<file path="config.mk">
export PLATFORM = sky130hd
export DESIGN_NAME = prefetch_queue
export DESIGN_NICKNAME = d
export VERILOG_FILES = /design/src/rtl/ipb_pkg.sv /design/src/rtl/ipb_fifo.sv /design/src/rtl/ipb_fetch.sv /design/src/rtl/ipb_branch_eval.sv /design/src/rtl/prefetch_queue.sv
export SDC_FILE = /design/constraint.sdc
export NUM_CORES = 1
export LEC_CHECK = 0
export BUFFER_PORTS_ARGS = -buffer_cell sky130_fd_sc_hd__buf_2
export CORE_UTILIZATION = 60
export CTS_BUF_LIST = sky130_fd_sc_hd__clkbuf_2
export DETAILED_ROUTE_END_ITERATION = 8
export PLACE_DENSITY_LB_ADDON = 0.08
export SLEW_MARGIN = 30
export SYNTH_ARGS = -nofsm -noshare
export SYNTH_HDL_FRONTEND = slang
export SYNTH_HIERARCHICAL = 1
export SYNTH_SLANG_ARGS = --single-unit
export TNS_END_PERCENT = 30
</file>
<file path="constraint.sdc">
create_clock -name clk -period 10.7 [get_ports clk]
set_input_delay 0.535 -clock clk [delete_from_list [all_inputs] [get_ports clk]]
set_output_delay 0.535 -clock clk [all_outputs]
set_load 0.05 [all_outputs]
</file>
<file path="src/rtl/ipb_pkg.sv">
package ipb_pkg;

    localparam int unsigned XW = 32;

    typedef logic [XW-1:0] word_t;

    typedef struct packed {
        word_t pc;
        word_t instr;
        logic  seen;
    } slot_t;

    localparam logic [5:0] OP_JUMP = 6'b110000;

    function automatic logic is_jump(input word_t i);
        return i[31:26] == OP_JUMP;
    endfunction

    function automatic word_t jump_target(input word_t pc, input word_t i);
        return pc + {{4{i[25]}}, i[25:0], 2'b00};
    endfunction

endpackage

</file>
<file path="src/rtl/ipb_fifo.sv">
module ipb_fifo
    import ipb_pkg::*;
#(
    parameter int unsigned DEPTH = 6
) (
    input  logic                           clk,
    input  logic                           rst_n,
    input  logic                           push,
    input  slot_t                          wdata,
    input  logic                           pop,
    input  logic                           flush,
    output slot_t                          head,
    output logic [$clog2(DEPTH+1)-1:0]     occ
);
    localparam int unsigned PW = (DEPTH > 1) ? $clog2(DEPTH) : 1;
    localparam int unsigned CW = $clog2(DEPTH + 1);

    slot_t          mem [DEPTH];
    logic [PW-1:0]  rd_ptr;
    logic [PW-1:0]  wr_ptr;
    logic [CW-1:0]  cnt;

    function automatic logic [PW-1:0] step(input logic [PW-1:0] p);
        return (p == PW'(DEPTH - 1)) ? '0 : p + PW'(1);
    endfunction

    always_ff @(posedge clk or negedge rst_n) begin
        if (!rst_n) begin
            rd_ptr <= '0;
            wr_ptr <= '0;
            cnt    <= '0;
        end else if (flush) begin
            rd_ptr <= '0;
            wr_ptr <= '0;
            cnt    <= '0;
        end else begin
            if (push) wr_ptr <= step(wr_ptr);
            if (pop)  rd_ptr <= step(rd_ptr);
            if (push && !pop)      cnt <= cnt + CW'(1);
            else if (!push && pop) cnt <= cnt - CW'(1);
        end
    end

    always_ff @(posedge clk) begin
        if (push && !flush) mem[wr_ptr] <= wdata;
    end

    assign head = mem[rd_ptr];
    assign occ  = cnt;

endmodule

</file>
<file path="src/rtl/ipb_fetch.sv">
module ipb_fetch
    import ipb_pkg::*;
#(
    parameter int unsigned DEPTH    = 6,
    parameter int unsigned EW       = 3,
    parameter word_t       RESET_PC = '0
) (
    input  logic                           clk,
    input  logic                           rst_n,
    input  logic [$clog2(DEPTH+1)-1:0]     occ,
    input  logic                           jump_now,
    input  word_t                          jump_pc,
    input  logic                           accept,
    input  logic                           rsp_valid,
    input  logic [EW-1:0]                  rsp_tag,
    output logic                           fetch_req,
    output word_t                          fetch_addr,
    output logic [EW-1:0]                  fetch_tag,
    output logic                           tag_ok,
    output word_t                          arr_pc,
    output logic [$clog2(DEPTH+1)-1:0]     outst
);
    localparam int unsigned CW = $clog2(DEPTH + 1);

    word_t          pc_q;
    word_t          arr_q;
    logic [EW-1:0]  epoch_q;
    logic [CW-1:0]  outst_q;
    logic [CW:0]    used;

    assign used      = {1'b0, occ} + {1'b0, outst_q};
    assign fetch_req = (used < (CW+1)'(DEPTH)) && !jump_now;
    assign fetch_addr = pc_q;
    assign fetch_tag = epoch_q;
    assign tag_ok    = rsp_tag == epoch_q;
    assign arr_pc    = arr_q;
    assign outst     = outst_q;

    always_ff @(posedge clk or negedge rst_n) begin
        if (!rst_n) begin
            pc_q    <= RESET_PC;
            arr_q   <= RESET_PC;
            epoch_q <= '0;
            outst_q <= '0;
        end else begin
            if (jump_now) begin
                pc_q    <= jump_pc;
                arr_q   <= jump_pc;
                epoch_q <= epoch_q + EW'(1);
            end else begin
                if (fetch_req) pc_q  <= pc_q + 32'd4;
                if (accept)    arr_q <= arr_q + 32'd4;
            end
            if (fetch_req && !rsp_valid)      outst_q <= outst_q + CW'(1);
            else if (!fetch_req && rsp_valid) outst_q <= outst_q - CW'(1);
        end
    end

endmodule

</file>
<file path="src/rtl/ipb_branch_eval.sv">
module ipb_branch_eval
    import ipb_pkg::*;
(
    input  word_t pc,
    input  word_t instr,
    output logic  jump,
    output word_t target
);
    assign jump   = is_jump(instr);
    assign target = jump_target(pc, instr);
endmodule

</file>
<file path="src/rtl/prefetch_queue.sv">
module prefetch_queue
    import ipb_pkg::*;
#(
    parameter int unsigned DEPTH    = 6,
    parameter int unsigned EW       = 3,
    parameter word_t       RESET_PC = '0
) (
    input  logic          clk,
    input  logic          rst_n,
    input  logic          look_en,
    output logic          fetch_req,
    output logic [31:0]   fetch_addr,
    output logic [EW-1:0] fetch_tag,
    input  logic          rsp_valid,
    input  logic [31:0]   rsp_instr,
    input  logic [EW-1:0] rsp_tag,
    output logic          dec_valid,
    input  logic          dec_ready,
    output logic [31:0]   dec_instr,
    output logic [31:0]   dec_pc,
    input  logic          redir_valid,
    input  logic [31:0]   redir_pc
);
    localparam int unsigned CW    = $clog2(DEPTH + 1);
    localparam int unsigned LANES = 2;

    slot_t          head;
    slot_t          wslot;
    logic [CW-1:0]  occ;
    logic [CW-1:0]  outst;
    word_t          arr_pc;
    logic           tag_ok;
    logic           pop;
    logic           accept;
    logic           dec_jump;
    logic           la_jump;
    logic           flush;
    logic           jump_now;
    word_t          jump_pc;

    word_t          ev_pc   [LANES];
    word_t          ev_in   [LANES];
    logic           ev_jump [LANES];
    word_t          ev_tgt  [LANES];

    // lane 0 watches the arriving word, lane 1 the head slot
    assign ev_pc[0] = arr_pc;
    assign ev_in[0] = rsp_instr;
    assign ev_pc[1] = head.pc;
    assign ev_in[1] = head.instr;

    for (genvar g = 0; g < LANES; g++) begin : g_eval
        ipb_branch_eval u_eval (
            .pc     (ev_pc[g]),
            .instr  (ev_in[g]),
            .jump   (ev_jump[g]),
            .target (ev_tgt[g])
        );
    end

    assign dec_valid = occ != '0;
    assign dec_instr = head.instr;
    assign dec_pc    = head.pc;
    assign pop       = dec_valid && dec_ready;

    assign dec_jump  = pop && ev_jump[1] && !head.seen;
    assign flush     = redir_valid || dec_jump;
    assign accept    = rsp_valid && tag_ok && !flush;
    assign la_jump   = accept && ev_jump[0] && look_en;
    assign jump_now  = flush || la_jump;

    always_comb begin
        if (redir_valid)   jump_pc = redir_pc;
        else if (dec_jump) jump_pc = ev_tgt[1];
        else               jump_pc = ev_tgt[0];
    end

    assign wslot = '{pc: arr_pc, instr: rsp_instr, seen: look_en && ev_jump[0]};

    ipb_fifo #(.DEPTH(DEPTH)) u_fifo (
        .clk   (clk),
        .rst_n (rst_n),
        .push  (accept),
        .wdata (wslot),
        .pop   (pop),
        .flush (flush),
        .head  (head),
        .occ   (occ)
    );

    ipb_fetch #(.DEPTH(DEPTH), .EW(EW), .RESET_PC(RESET_PC)) u_fetch (
        .clk        (clk),
        .rst_n      (rst_n),
        .occ        (occ),
        .jump_now   (jump_now),
        .jump_pc    (jump_pc),
        .accept     (accept),
        .rsp_valid  (rsp_valid),
        .rsp_tag    (rsp_tag),
        .fetch_req  (fetch_req),
        .fetch_addr (fetch_addr),
        .fetch_tag  (fetch_tag),
        .tag_ok     (tag_ok),
        .arr_pc     (arr_pc),
        .outst      (outst)
    );

endmodule


</file>
==> impl_results.md <==
- H-tree depth: 3
- Post-synth top area share: 48.8%
- Die W: 202 µm
- Max Cap Viol: 0
- Critical R2R Capture: u_fetch/arr_pc[27]
- Overflow after GRT: 0
- Vias per cell: 6.13
- Max-slew violations: 0
- Root buf cell: clkbuf_2
- CP Capture Type: primary output
- Post-route insts no fill: 2599
- Combinational Power Share: 40.4%
- CP bufs+invs: 3
- DPL Wire Length: 40100 µm
- Hold slack: 0.136 ns
- Reg clk slew, reported paths: 0.10 ns
- Area Growth Syn to Fin: 12.6%
- Cells after synthesis: 1705
- First-pass GRT wire length: 92600 µm
- Max IR drop VDD: 0.166 mV
- RSZ-0062 raised after global routing: no
- IO buf count: 173
- # placed instances: 2323
- Worst Setup Start Kind: register
- DR iter-0 viols: 1292
- Crit-path slowest cell: dfrtp_4
- Clock share of power: 19.1%
- Routed len/inst: 23.4 µm
- Mapped Avg Cell Area: 14.1 µm²
- Tcrit/Tclk final: 52.5%
- WS Path Type: register to primary output
- Initial antenna violation count: 2
- Pwr per Cell Area: 224 mW/mm²
- Initial core utilization: 61.5%
- Synth cell types: 74
- Critical path startpoint: u_fifo/rd_ptr[1]
- NetSw: 2.51 mW
- LEAKAGE: 9.96 nW
- Final setup vio count: 0
- Core area: 0.0390 mm²
- Worst endpoint required time: 10.17 ns
- Syn nets: 1847
- Ys async rst share: 16.8%
- CP Capture Point: fetch_req
- CP top delay family: buffers and inverters
- Crit-path cells: buf_4, mux2_2, mux4_2, nand2b_4, nor2_1, a311o_1, buf_4, nor2_1, buf_2
- Prevailing post-synth register cell: edfxtp_1
- Post-CTS resize count: 0
- Crit Path Max Fanout: 51
- Sequential share of power: 40.5%
- Number of stages on the worst setup path: 9
- Fraction of layout cells with a size suffix above 1: 30.8%
- Final core occ: 69.3%
- Final hold vios: 0
- GRT Overall Usage: 30.3%
- Run status: completed
- Worst Hold Class: input pin to register
- Switching Share: 41.4%
- Synthesized cell area: 0.0240 mm²
- DR vias: 15900
- Worst Reg2Reg Path Length in Cells: 15
- Post-synth EDFFs: 390
- Reg2Reg Launch Point: u_fifo/rd_ptr[1]
- Synth Warn #: 6
- Hold wc startpoint: redir_pc[15]
- Max frequency: 178 MHz
- Cell internal pwr: 3.55 mW
- Crit-path max cell delay: 0.87 ns
- Power, Total: 6.06 mW
- Final Critical Period: 5.62 ns
- Detailed-route DRC error count: 0
- Relative slew slack: 33.7%
- Clock sinks: 469
- Filler cells: 2825
- Number of post-CTS setup repair buffers: 0
- Largest net degree at the start of global routing: 100
- Setup total negative slack: 0 ns
- Flop-to-flop setup slack: 5.09 ns
- Most common cell in the netlist: edfxtp_1
- Synth area leaders: edfxtp_1 (49%), dfrtp_1 (8.2%), mux4_2 (6.1%)
- Vias in the first global route: 15800
- Synth area leader: edfxtp_1
- FP Rows: 72
- Drt first pass iters: 5
- Die area: 0.0408 mm²
- Die Height: 202 µm
- CTS Hold Buffers Added: 67
- Clock Skew: 0.0741 ns
- Seq/Total Area, Yosys: 57.1%
- Final ANT Viol Nets: 0
- Worst EP arrival: 5.08 ns
- Fin nets: 2131
- Final wirelength: 60900 µm
- Ports: 174
- Worst-Margin Slew: 0.987 ns
- Num CTS Buffers: 115
- Yosys reg bits: 469
- Post-synth top cells: edfxtp_1 (390), mux2_2 (97), nand2_1 (83)
- Skew-Pair Late Insertion Delay: 1.07 ns
- CTS tree: done
- Gp weighted congestion: 0.971
- Maximum root-to-sink buffer count: 3
cell type report:
class,instances,area (µm²),area share (%)
Antenna cell,2,5.00,0.0185
Clock buffer,167,836,3.09
Clock inverter,40,186,0.690
Inverter,67,251,0.931
Multi-Input combinational cell,1072,9580,35.5
Sequential cell,469,13700,50.7
Tap cell,518,648,2.40
Timing Repair Buffer,264,1810,6.69
per-layer routing:
metal	part of all wire, %	up-vias	global-route usage [%]
met4	2.7	0	11.7
li1	-	7200	-
met2	48	661	47.9
met1	42	7960	41.9
met3	7.9	106	5.51
met5	0	-	0
logic make-up after synthesis:
| group | after synthesis | share of synthesized area [%] |
|---|---|---|
| xor gates and xnor gates | 116 | 4.23 |
| buffers and inverters | 164 | 3.23 |
| adders and majority gates | 69 | 3.75 |
| DFF | 469 | 57.1 |
| AOI/OAI and AO/OA | 263 | 7.73 |
| and+or+nand+nor | 391 | 9.04 |
| muxes | 233 | 15.0 |
power groups by stage:
stage               logic (mW)  clock network [mW]  registers, mW
finish                    2.45                1.16           2.45
global route              2.62                1.27           2.48
CTS                       2.43                1.19           2.45
detailed placement        2.39                   0           2.49
global placement          2.35                   0           2.48
floorplan                 1.69                   0           2.55
cells in the final DEF, fill, tap and decap left out, types with 40 or more instances in the layout:
master	synthesis	final
edfxtp_1	390	390
buf_2	23	171
clkbuf_2	0	167
mux2_2	97	97
nand2_1	83	83
a21oi_1	78	78
dfrtp_1	79	76
xnor2_1	71	71
dlygate4sd3_1	0	66
inv_1	65	65
mux4_2	65	65
ha_1	64	64
mux2_4	63	63
nor2_1	60	57
o21ai_0	55	55
xor2_1	45	45
nand4_1	44	44
nor4_1	40	40
worst min path at each step:
stage,endpoint,slack [ns],cells after the start
final,u_fetch/arr_pc[15],0.14,4
after global routing,u_fetch/fetch_addr[16],0.1,4
after CTS,u_fetch/fetch_addr[16],0.01,4
after detailed placement,u_fetch/outst[2],0.48,1
after global placement,u_fetch/outst[2],0.47,1
after floorplan,u_fetch/arr_pc[0],0.24,0
sequential cells by signal (all words and copies together) (netlist names):
register            count
u_fetch/arr_pc         32
u_fetch/fetch_addr     32
u_fetch/fetch_tag       3
u_fetch/outst           3
u_fifo/mem            390
u_fifo/occ              3
u_fifo/rd_ptr           3
u_fifo/wr_ptr           3
worst min-delay path, cell delays in order:
cell	delay (ns)
buf_2	0.12
a221o_1	0.15
nand2b_1	0.13
a21boi_0	0.17
metrics by stage:
step                setup WS [ns]  area, µm²
floorplan                    1.92      24000
global placement             5.16      25200
detailed placement           5.23      25300
CTS                          4.91      27000
global route                 4.80      27000
finish                       5.08      27000
Note: power is estimated with default switching activity, not from simulation.
